--- config.mk ---
export PLATFORM = sky130hd
export DESIGN_NAME = twin_timer
export DESIGN_NICKNAME = d
export VERILOG_FILES = /design/src/rtl/twin_timer_pkg.sv /design/src/rtl/twin_timer_prescale.sv /design/src/rtl/twin_timer_count.sv /design/src/rtl/twin_timer_regs.sv /design/src/rtl/twin_timer_flags.sv /design/src/rtl/twin_timer.sv
export SDC_FILE = /design/constraint.sdc
export NUM_CORES = 1
export LEC_CHECK = 0
export BUFFER_PORTS_ARGS = -buffer_cell sky130_fd_sc_hd__buf_2
export CAP_MARGIN = 40
export CORE_ASPECT_RATIO = 1.25
export CORE_MARGIN = 2
export CORE_UTILIZATION = 45
export DETAILED_ROUTE_END_ITERATION = 8
export GPL_ROUTABILITY_DRIVEN = 0
export GPL_TIMING_DRIVEN = 1
export PLACE_DENSITY = 0.66
export SYNTH_ARGS = -nofsm -noshare
export SYNTH_HDL_FRONTEND = slang
export SYNTH_HIERARCHICAL = 1
export SYNTH_SLANG_ARGS = --single-unit
--- constraint.sdc ---
create_clock -name clk -period 4.51 [get_ports clk]
set_clock_uncertainty 0.2 [all_clocks]
set_input_delay 0 -clock clk [delete_from_list [all_inputs] [get_ports clk]]
set_output_delay 0 -clock clk [all_outputs]
set_load 0.01 [all_outputs]
--- src/rtl/twin_timer_pkg.sv ---
package twin_timer_pkg;
    localparam int A_W = 10;
    localparam int B_W = 8;

    typedef enum logic [1:0] {
        SEL_A_HI = 2'd0,
        SEL_A_LO = 2'd1,
        SEL_B    = 2'd2,
        SEL_CTRL = 2'd3
    } reg_sel_e;

    // control write image, bit 0 at the bottom
    typedef struct packed {
        logic clr_b;   // bit 5
        logic clr_a;   // bit 4
        logic en_b;    // bit 3
        logic en_a;    // bit 2
        logic load_b;  // bit 1
        logic load_a;  // bit 0
    } ctrl_bits_t;

    typedef struct packed {
        logic [A_W-1:0] a;
        logic [B_W-1:0] b;
    } start_vals_t;

    function automatic logic went_high(input logic old_v, input logic new_v);
        return !old_v && new_v;
    endfunction

    function automatic int min_one(input int v);
        return (v < 1) ? 1 : v;
    endfunction
endpackage

--- src/rtl/twin_timer_prescale.sv ---
module twin_timer_prescale
    import twin_timer_pkg::*;
#(
    parameter int PRESCALE = 144,
    parameter int B_SUBDIV = 16
) (
    input  logic clk,
    input  logic rst,
    output logic tick_a,
    output logic tick_b
);
    localparam int PW = min_one($clog2(PRESCALE));
    localparam int SW = min_one($clog2(B_SUBDIV));
    localparam logic [PW-1:0] P_LAST = PW'(PRESCALE - 1);
    localparam logic [SW-1:0] S_LAST = SW'(B_SUBDIV - 1);

    logic [PW-1:0] pcnt;
    logic [SW-1:0] scnt;

    always_ff @(posedge clk) begin
        if (rst) begin
            pcnt <= '0;
            scnt <= '0;
        end else if (pcnt == P_LAST) begin
            pcnt <= '0;
            scnt <= (scnt == S_LAST) ? '0 : scnt + 1'b1;
        end else begin
            pcnt <= pcnt + 1'b1;
        end
    end

    assign tick_a = (pcnt == P_LAST);
    assign tick_b = tick_a && (scnt == S_LAST);

    generate
        if (PRESCALE > 1) begin : g_gap
            // ticks of the fast timer are spaced by the prescaler
            p_tick_gap_r1: assert property (@(posedge clk) disable iff (rst)
                tick_a |=> !tick_a);
        end
    endgenerate
endmodule

--- src/rtl/twin_timer_count.sv ---
module twin_timer_count #(
    parameter int W = 10
) (
    input  logic         clk,
    input  logic         rst,
    input  logic         tick,
    input  logic         run,
    input  logic         restart,
    input  logic [W-1:0] start_val,
    output logic         ovf
);
    localparam logic [W-1:0] TOP = '1;

    logic [W-1:0] cnt;

    always_ff @(posedge clk) begin
        if (rst) begin
            cnt <= '0;
            ovf <= 1'b0;
        end else begin
            ovf <= 1'b0;
            if (restart) begin
                cnt <= start_val;
            end else if (run && tick) begin
                if (cnt == TOP) begin
                    cnt <= start_val;
                    ovf <= 1'b1;
                end else begin
                    cnt <= cnt + 1'b1;
                end
            end
        end
    end

    p_strobe_single_r3: assert property (@(posedge clk) disable iff (rst)
        ovf |=> !ovf);
    p_stopped_quiet_r4: assert property (@(posedge clk) disable iff (rst)
        !run |=> !ovf);
    p_restart_value_r4: assert property (@(posedge clk) disable iff (rst)
        restart |=> (cnt == $past(start_val)));
endmodule

--- src/rtl/twin_timer_regs.sv ---
module twin_timer_regs
    import twin_timer_pkg::*;
(
    input  logic        clk,
    input  logic        rst,
    input  logic        wr_en,
    input  logic [1:0]  wr_sel,
    input  logic [7:0]  wr_data,
    output start_vals_t starts,
    output logic [1:0]  run,
    output logic [1:0]  en,
    output logic [1:0]  restart,
    output logic [1:0]  clr
);
    ctrl_bits_t wbits;
    logic       ctrl_wr;
    logic [7:0] a_hi;
    logic [1:0] a_lo;
    logic [7:0] b_val;

    assign wbits   = ctrl_bits_t'(wr_data[5:0]);
    assign ctrl_wr = wr_en && (wr_sel == SEL_CTRL);

    always_ff @(posedge clk) begin
        if (rst) begin
            a_hi  <= '0;
            a_lo  <= '0;
            b_val <= '0;
            run   <= '0;
            en    <= '0;
        end else if (wr_en) begin
            unique case (reg_sel_e'(wr_sel))
                SEL_A_HI: a_hi  <= wr_data;
                SEL_A_LO: a_lo  <= wr_data[1:0];
                SEL_B:    b_val <= wr_data;
                SEL_CTRL: begin
                    run <= {wbits.load_b, wbits.load_a};
                    en  <= {wbits.en_b, wbits.en_a};
                end
                default: ;
            endcase
        end
    end

    assign starts.a   = {a_hi, a_lo};
    assign starts.b   = b_val;
    assign restart[0] = ctrl_wr && went_high(run[0], wbits.load_a);
    assign restart[1] = ctrl_wr && went_high(run[1], wbits.load_b);
    assign clr[0]     = ctrl_wr && wbits.clr_a;
    assign clr[1]     = ctrl_wr && wbits.clr_b;

    p_run_kept_r5: assert property (@(posedge clk) disable iff (rst)
        !ctrl_wr |=> $stable(run));
    p_restart_from_stop_r4: assert property (@(posedge clk) disable iff (rst)
        (restart != 2'b00) |-> ((restart & run) == 2'b00));
endmodule

--- src/rtl/twin_timer_flags.sv ---
module twin_timer_flags (
    input  logic       clk,
    input  logic       rst,
    input  logic [1:0] ovf,
    input  logic [1:0] en,
    input  logic [1:0] clr,
    output logic [1:0] flag
);
    generate
        for (genvar i = 0; i < 2; i++) begin : g_flag
            always_ff @(posedge clk) begin
                if (rst)                  flag[i] <= 1'b0;
                else if (ovf[i] && en[i]) flag[i] <= 1'b1;
                else if (clr[i])          flag[i] <= 1'b0;
            end

            p_flag_cause_r7: assert property (@(posedge clk) disable iff (rst)
                $rose(flag[i]) |-> $past(ovf[i] && en[i]));
            p_flag_set_r7: assert property (@(posedge clk) disable iff (rst)
                (ovf[i] && en[i]) |=> flag[i]);
            p_flag_clear_r8: assert property (@(posedge clk) disable iff (rst)
                (clr[i] && !(ovf[i] && en[i])) |=> !flag[i]);
        end
    endgenerate
endmodule

--- src/rtl/twin_timer.sv ---
module twin_timer
    import twin_timer_pkg::*;
#(
    parameter int PRESCALE = 144,
    parameter int B_SUBDIV = 16
) (
    input  logic       clk,
    input  logic       rst,
    input  logic       wr_en,
    input  logic [1:0] wr_sel,
    input  logic [7:0] wr_data,
    output logic       ovf_a,
    output logic       ovf_b,
    output logic       flag_a,
    output logic       flag_b
);
    logic        tick_a, tick_b;
    start_vals_t starts;
    logic [1:0]  run, en, restart, clr, flag;

    twin_timer_prescale #(.PRESCALE(PRESCALE), .B_SUBDIV(B_SUBDIV)) u_pre (
        .clk(clk), .rst(rst), .tick_a(tick_a), .tick_b(tick_b)
    );

    twin_timer_regs u_regs (
        .clk(clk), .rst(rst), .wr_en(wr_en), .wr_sel(wr_sel), .wr_data(wr_data),
        .starts(starts), .run(run), .en(en), .restart(restart), .clr(clr)
    );

    twin_timer_count #(.W(A_W)) u_cnt_a (
        .clk(clk), .rst(rst), .tick(tick_a), .run(run[0]),
        .restart(restart[0]), .start_val(starts.a), .ovf(ovf_a)
    );

    twin_timer_count #(.W(B_W)) u_cnt_b (
        .clk(clk), .rst(rst), .tick(tick_b), .run(run[1]),
        .restart(restart[1]), .start_val(starts.b), .ovf(ovf_b)
    );

    twin_timer_flags u_flags (
        .clk(clk), .rst(rst), .ovf({ovf_b, ovf_a}), .en(en), .clr(clr), .flag(flag)
    );

    assign flag_a = flag[0];
    assign flag_b = flag[1];

    p_reset_quiet_r9: assert property (@(posedge clk)
        rst |=> !ovf_a && !ovf_b && !flag_a && !flag_b);
endmodule

Yosys cells after proc, flatten, opt, wreduce, memory -nomap -nowiden
Cells that the tools add are included.
- register bits: 56
- bits of input ports: 13
- word-level logic and storage cells: 65
- output and inout bits: 4
- $add $sub $neg: 4
- reductions and logical operators: 26
- mux-type cells: 13
- bitwise gates (word level): 2
- eq/ne operators: 7
- operators by type and width (cell ; count):
    $mux 10 ; 3
    $mux 8 ; 3
    $add 8x1->8 const B ; 2
    $eq 8x8->1 const B ; 2
    $logic_and 1x1->1 ; 12
    $add 10x1->10 const B ; 1
    $eq 10x10->1 const B ; 1
    $reduce_and 2->1 ; 4
    $reduce_bool 2->1 ; 4
    $mux 1 ; 6
    $reduce_or 3->1 ; 2
    $add 4x1->4 const B ; 1
    $eq 2x2->1 const B ; 2
    $eq 4x4->1 const B ; 1
    $mux 4 ; 1
    $eq 2x1->1 const B ; 1
    $logic_not 1->1 ; 2
    $logic_not 2->1 ; 1
    $not 1->1 ; 2
    $reduce_or 2->1 ; 1

Longest topological paths before layout
Gate-level depths: netlist (run 1).
- word-level depth: 5
- gate-level depth with buffers: 9
- gate-level depth less buffers: 8

Modules after synthesis
The synthesis (run 1) kept the hierarchy.
- by module, submodules not included (module ; cells an instance ; sequential area each (µm²) ; area each (µm²) ; times used):
    twin_timer_regs ; 88 ; 440.4 ; 952.2 ; 1
    twin_timer_count at u_cnt_a ; 90 ; 220.2 ; 724.4 ; 1
    twin_timer_count at u_cnt_b ; 73 ; 180.2 ; 565.5 ; 1
    twin_timer_prescale ; 62 ; 240.2 ; 565.5 ; 1
    twin_timer_flags ; 8 ; 40.0 ; 70.1 ; 1

Worst setup path before layout (run 1)
No wires, ideal clock.
- kind: reg2reg
- from: register u_pre.pcnt[5]
- to: register u_cnt_b.cnt[7]
- buffers on the path: 1
- cell stages (with the launch flop): 9
- period minus slack after synthesis: 2.460 ns
- setup time: 0.123 ns
- required time: 4.187 ns
- data arrival time: 2.138 ns
- setup slack: 2.050 ns
- path through: dfxtp_1 > or3b_4 > nor3_4 > and4_1 > nand2_1 > buf_2 > nor2_1 > nand2_1 > a311o_2
- cells in the longest elaborated chain, start to end: 4
- RTL lines (element ; line ; source):
    from (decl) ; twin_timer_prescale.sv:17 ; logic [PW-1:0] pcnt;
    from (signal assigned) ; twin_timer_prescale.sv:28 ; pcnt <= pcnt + 1'b1;
    $eq 8x8->1 ; twin_timer_prescale.sv:32 ; assign tick_a = (pcnt == P_LAST);
    named net tick_a ; twin_timer.sv:17 ; logic tick_a, tick_b;
    $logic_and 1x1->1 ; twin_timer_prescale.sv:33 ; assign tick_b = tick_a && (scnt == S_LAST);
    named net tick_b ; twin_timer.sv:17 ;
    $logic_and 1x1->1 ; twin_timer_count.sv:24 ; end else if (run && tick) begin
    $reduce_bool 2->1 (no line) ; -- ;
    to (signal assigned) ; twin_timer_count.sv:23 ; cnt <= start_val;
    to (signal assigned) ; twin_timer_count.sv:26 ; cnt <= start_val;
    to (signal assigned) ; twin_timer_count.sv:29 ; cnt <= cnt + 1'b1;
    to (decl) ; twin_timer_count.sv:14 ; logic [W-1:0] cnt;
The timed path passes the listed nets, and every way through them passes these cells.
A chain may end at the register's enable or synchronous reset.

Worst setup path in the final report (run 1)
Ends and elaborated chain as after synthesis.

==> impl_metrics.py, run 1 <==
metrics = {
    "critical_path": {
        "reg2regPathDepth": 7,
        "worstPathRequired_ps": 4520,
        "cp_slowest_cell": "nor3_4",
        "endpoint_kind": "flop",
        "r2r-end": "u_cnt_b/cnt[7]$_SDFFE_PP0P_",
        "critPathMaxFanout": 12,
        "path_class": "reg -> reg",
        "crit_family": "simple AND/OR/NAND/NOR gates",
        "cp_cell_sequence": "or3b_4, nor3_4, and4_1, nand2_1, nor2_1, nand2_1, a311o_2",
        "crit_top_cell": "nand2_1",
        "rrSetupSlack_ps": 1720,
        "crit_arrival_ps": 2800,
        "crit_buf_inv": 0,
        "critPathLaunchType": "flop",
        "r2r-start": "u_pre/pcnt[5]$_SDFF_PP0_",
        "worst_path_largest_cell_delay_ps": 470,
    },
    "yosys": {
        "synthesis.nets": 338,
        "ys_async_sr_fraction_pct": 0,
        "yosys_warnings": 6,
        "synth_edf_count": 0,
        "syn_area_mm2": 0.00288,
        "synth.avg_cell_area_um2": 8.96,
        "ys_ff_latch": 56,
        "ys_seq_area_share_pct": 39.0,
        "synth.distinct_cells": 58,
        "synth_ff_type": "dfxtp_1",
        "postSynthCellCount": 321,
    },
    "routing": {
        "via_per_inst": 5.64,
        "via_count": 2437,
        "ant_nets": 0,
        "drcViolationCount": 0,
        "drtIter0Drc": 138,
        "wirelength_um": 6310,
        "first_pass_iters": 4,
        "wl_per_cell_um": 14.6,
    },
    "worst_hold_path": {
        "whs_path_depth": 2,
        "min_from": "rst",
        "hold_class": "in -> reg",
        "min_to": "u_pre/pcnt[2]$_SDFF_PP0_",
    },
    "cells_and_area": {
        "final_cell_mix": "dfxtp_1, nand2b_1, nand2_1, mux2i_1, nand3_1",
        "layout_commonest_cell": "dfxtp_1",
        "area_growth_pct": 12.4,
        "fill_cells": 612,
        "fin_nets": 364,
        "drive_gt1_share_pct": 14.1,
        "n_antenna_cell": 0,
    },
    "power_and_ir_drop": {
        "power_frac_clock_pct": 30.7,
        "combPwrFrac_pct": 9.0,
        "power_frac_seq_pct": 60.3,
        "p_int_uw": 656,
        "p_leak_uw": 0.00117,
        "p_sw_uw": 215,
        "irDropWorstVdd_v": 0.000137,
        "switching_share_pct": 24.7,
        "power_density_mw_per_mm2": 269,
        "p_total_uw": 871,
    },
    "cts": {
        "cts_resized": 0,
        "postCtsHoldBufs": 12,
        "cts.sink_count": 56,
        "clock_path_buffers": 2,
        "clkLatencyLatePin_ps": 310,
        "cts_buffers": 5,
        "cts.clk_slew.worst_paths_ps": 100,
        "root_buffer": "clkbuf_8",
        "cts_tree": "yes",
        "htree_levels": 2,
        "cts_setup_buffers": 0,
    },
    "global_routing": {
        "grt_use_total_pct": 19.2,
        "antenna_found_initial": 0,
        "grt_max_degree": 45,
        "grt_pass1_vias": 2165,
        "grt-ovfl-total": 0,
        "grt_first_pass_wirelength_um": 10600,
    },
    "sta": {
        "period_minus_slack_ps": 2790,
        "setup_viol": 0,
        "finalHoldViolations": 0,
        "slew_headroom_pct": 53.2,
        "fin_crit_sh_pct": 61.9,
        "max_freq_mhz": 358,
        "worstMarginPinSlew_ps": 702,
        "maxSlewViolCount": 0,
        "fin_tns_setup_ps": 0,
        "rsz0062_at_grt": "no",
    },
    "floorplan": {
        "start_util_pct": 46.7,
        "rows": 32,
        "io_pins": 17,
        "core_area_mm2": 0.00617,
        "die_w_um": 75.5,
        "dieArea_mm2": 0.00705,
        "die_h_um": 93.4,
    },
    "job": {
        "cap_violations": 0,
    },
    "place": {
        "placement.io_buffers": 16,
        "place_hpwl_um": 4430,
    },
    "outcome": {
        "status": "finished, final reports clean",
    },
}
-- synth_stat cells, drive strengths merged (8+ instances only) --
| master | instances | share of area (%) |
|---|---|---|
| nor2 | 11 | 1.4 |
| mux2i | 22 | 7.7 |
| clkbuf | 8 | 1.1 |
| nor3 | 12 | 2.5 |
| nand2b | 33 | 7.2 |
| a31oi | 11 | 2.6 |
| or3 | 8 | 1.9 |
| nand2 | 23 | 3.0 |
| a21oi | 13 | 2.4 |
| nand3 | 22 | 4.3 |
| o21ai | 10 | 1.7 |
| dfxtp | 56 | 39 |
-- final cells by class --
type / instances / area, um^2 / area share [%]
timing repair buffer: 31 / 223 / 6.89
tap: 85 / 106 / 3.29
sequential: 56 / 1120 / 34.7
inverter: 3 / 11.3 / 0.348
clock buffer: 5 / 68.8 / 2.13
clock inverter: 2 / 12.5 / 0.387
multi-input combinational: 250 / 1690 / 52.3
-- worst reg2reg max path: cells and delay by family (launching register included) --
kind | cells | cell delay (ps)
compound gates | 1 | 370
flops | 1 | 360
simple gates | 6 | 1760
-- registers in the layout, indices dropped and copies added (netlist names) --
name / count
u_cnt_a/ovf: 1
u_regs/b_val: 8
u_cnt_b/ovf: 1
u_regs/en: 2
u_cnt_b/cnt: 8
u_flags/flag: 2
u_pre/scnt: 4
u_regs/a_lo: 2
u_regs/a_hi: 8
u_cnt_a/cnt: 10
u_pre/pcnt: 8
u_regs/run: 2
-- routing by layer --
metal  part of all wire, %  up-vias  global-route usage (%)
met1                    48     1153                    26.6
met5                     0        -                       0
met2                    48       37                    30.4
li1                      -     1240                       -
met3                   2.7        7                    3.02
met4                   1.4        0                    5.70
-- kinds of logic (layout without fill, tap and decap cells) --
logic type	count (synthesis)	in the layout	share of synthesized area, %
compound gates	59	59	14.2
xor+xnor	4	4	1.22
fa+ha+maj	4	4	1.74
buf+inv	15	41	2.26
flops	56	56	39.0
mux	24	24	8.43
simple gates	159	159	33.2
-- worst max-delay path by stage --
stage / cells after the start / to / slack, ps / from
global placement: 7 / u_cnt_b/cnt[7]$_SDFFE_PP0P_ / 1820 / u_pre/pcnt[5]$_SDFF_PP0_
detailed placement: 7 / u_cnt_b/cnt[7]$_SDFFE_PP0P_ / 1740 / u_pre/pcnt[5]$_SDFF_PP0_
global route: 7 / u_cnt_b/cnt[7]$_SDFFE_PP0P_ / 1540 / u_pre/pcnt[5]$_SDFF_PP0_
floorplan: 8 / u_cnt_b/cnt[7]$_SDFFE_PP0P_ / 2050 / u_pre/pcnt[5]$_SDFF_PP0_
CTS: 7 / u_cnt_b/cnt[7]$_SDFFE_PP0P_ / 1750 / u_pre/pcnt[5]$_SDFF_PP0_
finish: 7 / u_cnt_b/cnt[7]$_SDFFE_PP0P_ / 1720 / u_pre/pcnt[5]$_SDFF_PP0_
-- power by group through the flow --
| stage | sequential, uW | combinational (uW) | clock (uW) |
|---|---|---|---|
| after global placement | 536 | 69.1 | 0 |
| after floorplan | 532 | 51.4 | 0 |
| after CTS | 525 | 78.3 | 277 |
| final | 525 | 78.0 | 267 |
| after global routing | 528 | 86.7 | 296 |
| after detailed placement | 537 | 69.9 | 0 |
-- metrics by stage --
| stage | instance area (um^2) | utilization, % | worst slack [ps] | hold slack, ps | std cells |
|---|---|---|---|---|---|
| finish | 3230 | 52.5 | 1720 | 23.4 | 432 |
| global route | 3230 | 52.5 | 1540 | 82.1 | 432 |
| CTS | 3230 | 52.5 | 1750 | 19.0 | 432 |
| detailed placement | 3030 | 49.2 | 1740 | 109 | 413 |
| global placement | 3030 | 49.2 | 1820 | 98.3 | 413 |
| floorplan | 2880 | - | 2050 | -131 | 321 |
Power figures use the tool's default switching activity.
==> run 2, diff against run 1 <==
Settings changed: PLACE_DENSITY 0.66 to 0.68.
Clock period 4.51 ns to 2.35 ns, I/O delays scaled along.
==> impl_metrics.py, run 2 (synthesis results as in run 1) <==
metrics = {
    "routing": {
        "first_pass_iters": 4,
        "drtIter0Drc": 152,
        "highest-signal-layer": "met4",
        "route.met3.wl_um": 147,
        "ant_nets": 0,
        "wirelength_um": 6570,
        "drcViolationCount": 0,
        "via_per_inst": 5.70,
        "m1WireLength_um": 3090,
        "wl_met2_um": 3230,
        "via_count": 2521,
        "wl_per_cell_um": 14.9,
    },
    "critical_path": {
        "crit_buf_inv": 1,
        "crit_arrival_ps": 2260,
        "r2r-end": "u_cnt_b/cnt[5]$_SDFFE_PP0P_",
        "reg2regPathDepth": 8,
        "critPathMaxFanout": 7,
        "crit_family": "simple AND/OR/NAND/NOR gates",
        "worst_path_largest_cell_delay_ps": 410,
        "worstPathRequired_ps": 2400,
        "endpoint_kind": "flop",
        "critPathLaunchType": "flop",
        "rrSetupSlack_ps": 140,
        "r2r-start": "u_pre/pcnt[7]$_SDFF_PP0_",
        "cp_cell_sequence": "or3b_4, nor3_4, and4_4, nand2_2, buf_4, nor4_1, o22ai_1, a31oi_1",
        "cp_slowest_cell": "or3b_4",
        "path_class": "reg -> reg",
    },
    "cells_and_area": {
        "drive_gt1_share_pct": 17.6,
        "final_cell_mix": "dfxtp_1, nand2b_1, nand2_1, mux2i_1, nand3_1",
        "layout_commonest_cell": "dfxtp_1",
        "n_antenna_cell": 0,
        "fin_nets": 373,
        "area_growth_pct": 16.1,
        "max_flop_register": "u_cnt_a/cnt",
        "largest_reg_flops": 10,
    },
    "cts": {
        "cts_tree": "yes",
        "cts.sink_count": 56,
        "cts_buffers": 5,
        "clock_path_buffers": 2,
        "cts_setup_buffers": 0,
        "clkLatencyLatePin_ps": 310,
        "htree_levels": 2,
        "cts.clk_slew.worst_paths_ps": 110,
        "root_buffer": "clkbuf_8",
    },
    "power_and_ir_drop": {
        "p_leak_uw": 0.00122,
        "p_int_uw": 1280,
        "combPwrFrac_pct": 9.3,
        "power_frac_seq_pct": 59.5,
        "power_frac_clock_pct": 31.2,
        "irDropWorstVdd_v": 0.000286,
        "p_sw_uw": 424,
        "switching_share_pct": 24.9,
        "power_density_mw_per_mm2": 509,
    },
    "sta": {
        "fin_crit_sh_pct": 94.2,
        "rsz0062_at_grt": "no",
        "period_minus_slack_ps": 2210,
        "setup_viol": 0,
        "maxSlewViolCount": 0,
        "max_freq_mhz": 452,
        "finalHoldViolations": 0,
        "slew_headroom_pct": 64.8,
        "layout_setup_ws_ps": 137,
        "worstMarginPinSlew_ps": 526,
        "timing.hold.ws_ps": 263,
    },
    "place": {
        "placement.io_buffers": 16,
        "preCtsSetupSlack_ps": 72.4,
        "place_hpwl_um": 4590,
    },
    "worst_hold_path": {
        "whs_path_depth": 2,
        "hold_class": "reg -> reg",
        "min_from": "u_regs/en[0]$_SDFFE_PP0P_",
        "min_to": "u_flags/flag[0]$_SDFFE_PP0P_",
    },
    "floorplan": {
        "dieArea_mm2": 0.00705,
        "start_util_pct": 46.7,
        "die_w_um": 75.5,
        "io_pins": 17,
        "die_h_um": 93.4,
        "rows": 32,
        "core_area_mm2": 0.00617,
    },
    "outcome": {
        "status": "finished, final reports clean",
    },
    "global_routing": {
        "grt_max_degree": 38,
        "grt_pass1_vias": 2349,
        "antenna_found_initial": 0,
        "grt_use_total_pct": 19.6,
        "grt-ovfl-total": 0,
        "grt_first_pass_wirelength_um": 10900,
    },
    "job": {
        "cap_violations": 0,
    },
}
-- run 2: cell type report --
type | count | area, um^2
flip-flops and latches | 56 | 1120
repair buffers | 40 | 293
clock inverters | 1 | 8.76
inverters | 3 | 11.3
well taps | 85 | 106
clock buffers | 7 | 76.3
multi-input cells | 250 | 1720
fillers | 612 | 2830
-- run 2: metal layers --
layer	GRT usage (%)	vias to the layer above
met4	5.26	0
met2	32.4	38
li1	-	1261
met3	3.02	8
met5	0	-
met1	26.2	1214
-- run 2: how the worst max path moves through the flow --
stage               slack (ps)  cells after the start                      from                           to
finish                     140                      8  u_pre/pcnt[7]$_SDFF_PP0_  u_cnt_b/cnt[5]$_SDFFE_PP0P_
global route                 8                      7  u_pre/pcnt[7]$_SDFF_PP0_  u_cnt_b/cnt[6]$_SDFFE_PP0P_
CTS                         50                      9  u_pre/pcnt[0]$_SDFF_PP0_  u_cnt_b/cnt[5]$_SDFFE_PP0P_
detailed placement          70                      9  u_pre/pcnt[0]$_SDFF_PP0_  u_cnt_b/cnt[5]$_SDFFE_PP0P_
global placement           120                      9  u_pre/pcnt[0]$_SDFF_PP0_  u_cnt_b/cnt[5]$_SDFFE_PP0P_
floorplan                   -9                      8  u_pre/pcnt[6]$_SDFF_PP0_  u_cnt_b/cnt[7]$_SDFFE_PP0P_
-- run 2: power by group through the flow --
stage,Clock [uW],Sequential (uW),Combinational [uW]
floorplan,0,1020,99.2
global placement,0,1030,138
detailed placement,0,1030,140
CTS,549,1010,157
global route,590,1010,173
finish,530,1010,159
-- run 2: worst register-to-register path: stages (launching register included) --
cell and delay (ps):
dfxtp_2 350, or3b_4 410, nor3_4 130, and4_4 240, nand2_2 100, buf_4 180, nor4_1 270, o22ai_1 130
a31oi_1 140
-- run 2: through the flow --
| stage | setup TNS (ps) | power, uW | area, um^2 | std cells | util, % |
|---|---|---|---|---|---|
| after floorplan | -8.88 | 1120 | 2900 | 321 | - |
| final | 0 | 1700 | 3340 | 442 | 54.2 |
| after detailed placement | 0 | 1170 | 3110 | 421 | 50.4 |
| after CTS | 0 | 1710 | 3320 | 442 | 53.9 |
| after global placement | 0 | 1170 | 3110 | 421 | 50.4 |
| after global routing | 0 | 1780 | 3340 | 442 | 54.2 |
-- run 2: what timing repair did --
| item | 4_1_cts | 5_1_grt |
|---|---|---|
| setup endpoints to repair | 0 | 7 |
| gates resized for setup | 0 | 6 |
| hold endpoints to repair | 33 | 0 |
| hold buffers | 13 | 0 |
==> run 3, diff against run 2 <==
==> constraint.sdc (replaced) <==
create_clock -name clk -period 2 [get_ports clk]
set_clock_uncertainty 0.2 [all_clocks]
set_input_delay 0 -clock clk [delete_from_list [all_inputs] [get_ports clk]]
set_output_delay 0 -clock clk [all_outputs]
set_load 0.02 [all_outputs]
==> impl_metrics.py, run 3 (synthesis results as in run 1) <==
metrics = {
    "cells_and_area": {
        "final_cell_mix": "dfxtp_1, nand2b_1, buf_4, mux2i_1, nand2_1",
        "max_flop_register": "u_cnt_a/cnt",
        "area_growth_pct": 31.0,
        "fin_nets": 402,
        "largest_reg_flops": 10,
        "drive_gt1_share_pct": 29.5,
        "layout_commonest_cell": "dfxtp_1",
        "n_antenna_cell": 0,
    },
    "critical_path": {
        "critPathLaunchType": "flop",
        "worstPathRequired_ps": 2050,
        "critPathMaxFanout": 5,
        "crit_arrival_ps": 2260,
        "endpoint_kind": "flop",
        "path_class": "reg -> reg",
    },
    "sta": {
        "timing.hold.ws_ps": 267,
        "layout_setup_ws_ps": -212,
        "slew_headroom_pct": 62.7,
        "rsz0062_at_grt": "yes",
        "setup_viol": 12,
        "maxSlewViolCount": 0,
        "finalHoldViolations": 0,
        "worstMarginPinSlew_ps": 558,
        "fin_tns_setup_ps": -1230,
        "period_minus_slack_ps": 2210,
        "fin_crit_sh_pct": 111,
        "max_freq_mhz": 452,
    },
    "cts": {
        "cts_tree": "yes",
        "cts.clk_slew.worst_paths_ps": 110,
        "root_buffer": "clkbuf_8",
        "clock_path_buffers": 2,
        "htree_levels": 2,
        "cts.sink_count": 56,
        "cts_buffers": 5,
        "clkLatencyLatePin_ps": 310,
    },
    "job": {
        "cap_violations": 0,
    },
    "floorplan": {
        "die_h_um": 93.4,
        "die_w_um": 75.5,
        "io_pins": 17,
        "dieArea_mm2": 0.00705,
        "rows": 32,
        "start_util_pct": 46.7,
        "core_area_mm2": 0.00617,
    },
    "outcome": {
        "violations": "setup timing",
        "status": "complete, but fails checks",
    },
    "routing": {
        "drcViolationCount": 0,
        "via_count": 2607,
        "drtIter0Drc": 154,
        "first_pass_iters": 4,
        "via_per_inst": 5.54,
        "wl_per_cell_um": 14.8,
        "wirelength_um": 6990,
        "ant_nets": 0,
    },
    "power_and_ir_drop": {
        "irDropWorstVdd_v": 0.000335,
        "p_total_uw": 2150,
        "power_density_mw_per_mm2": 571,
        "p_leak_uw": 0.00146,
    },
    "global_routing": {
        "grt_first_pass_wirelength_um": 11400,
        "grt-ovfl-total": 0,
        "grt_max_degree": 27,
        "antenna_found_initial": 0,
        "grt_pass1_vias": 2463,
        "grt_use_total_pct": 20.6,
    },
    "worst_hold_path": {
        "hold_class": "reg -> reg",
    },
    "place": {
        "placement.io_buffers": 16,
        "place_hpwl_um": 4800,
        "preCtsSetupSlack_ps": -248,
    },
}
[run 3: cell count changes in the layout (fill, tap and decap cells not counted), moves of 3 or more]
cell,previous run,this run
nand2_1,22,19
buf_4,11,30
nand3_1,19,16
nand2_4,0,3
nand3_2,2,5
buf_6,0,5
nor3_1,11,8
[run 3: layout make-up]
| type | count | area [um^2] |
|---|---|---|
| timing repair buffer | 68 | 544 |
| sequential | 56 | 1120 |
| clock buffer | 6 | 72.6 |
| fill | 553 | 2400 |
| clock inverter | 2 | 35.0 |
| tap | 85 | 106 |
| multi-input combinational | 251 | 1880 |
| inverter | 3 | 11.3 |
[run 3: report_power, final]
part | internal [uW] | total [uW] | switching (uW)
Combinational | 118 | 218 | 100
Clock | 373 | 744 | 371
Sequential | 1150 | 1190 | 39.4
[run 3: metrics by stage]
| step | instances | instance area [um^2] | utilization, % |
|---|---|---|---|
| after floorplan | 321 | 2900 | - |
| after global placement | 437 | 3230 | 52.4 |
| after detailed placement | 437 | 3230 | 52.4 |
| after CTS | 460 | 3490 | 56.7 |
| after global routing | 471 | 3770 | 61.1 |
| final | 471 | 3770 | 61.1 |
[run 3: critical path, cell delays in order (launching register included)]
cell     delay (ps)
dfxtp_2         330
or3b_4          400
nor3_4          140
and4_4          260
buf_12          120
nand2_8          50
or4_4           480
a31oi_1         170
[run 3: worst paths after layout]
kind	from	to	slack, ps	depth (start not counted)
worst max-delay path	u_pre/pcnt[6]$_SDFF_PP0_	u_cnt_b/cnt[0]$_SDFFE_PP0P_	-210	7
worst min-delay path	u_regs/en[0]$_SDFFE_PP0P_	u_flags/flag[0]$_SDFFE_PP0P_	270	2
worst max register to register	u_pre/pcnt[6]$_SDFF_PP0_	u_cnt_b/cnt[0]$_SDFFE_PP0P_	-210	7
worst min register to register	u_regs/en[0]$_SDFFE_PP0P_	u_flags/flag[0]$_SDFFE_PP0P_	270	2
[run 3: what timing repair did]
item	in CTS	in global routing
endpoints found under the setup margin	15	20
hold buffers	14	0
buffers inserted	1	11
pin swaps	0	23
cloned	0	1
gates resized for setup	3	40
endpoints found under the hold margin	31	0
[run 3: layer usage]
| metal | GRT usage (%) | vias to the layer above | routed length, um | share of wire [%] |
|---|---|---|---|---|
| met5 | 0 | - | 0 | 0 |
| met2 | 34.9 | 37 | 3560 | 51 |
| met3 | 3.99 | 14 | 165 | 2.4 |
| li1 | - | 1319 | - | - |
| met1 | 25.4 | 1237 | 3100 | 44 |
| met4 | 7.75 | 0 | 157 | 2.2 |
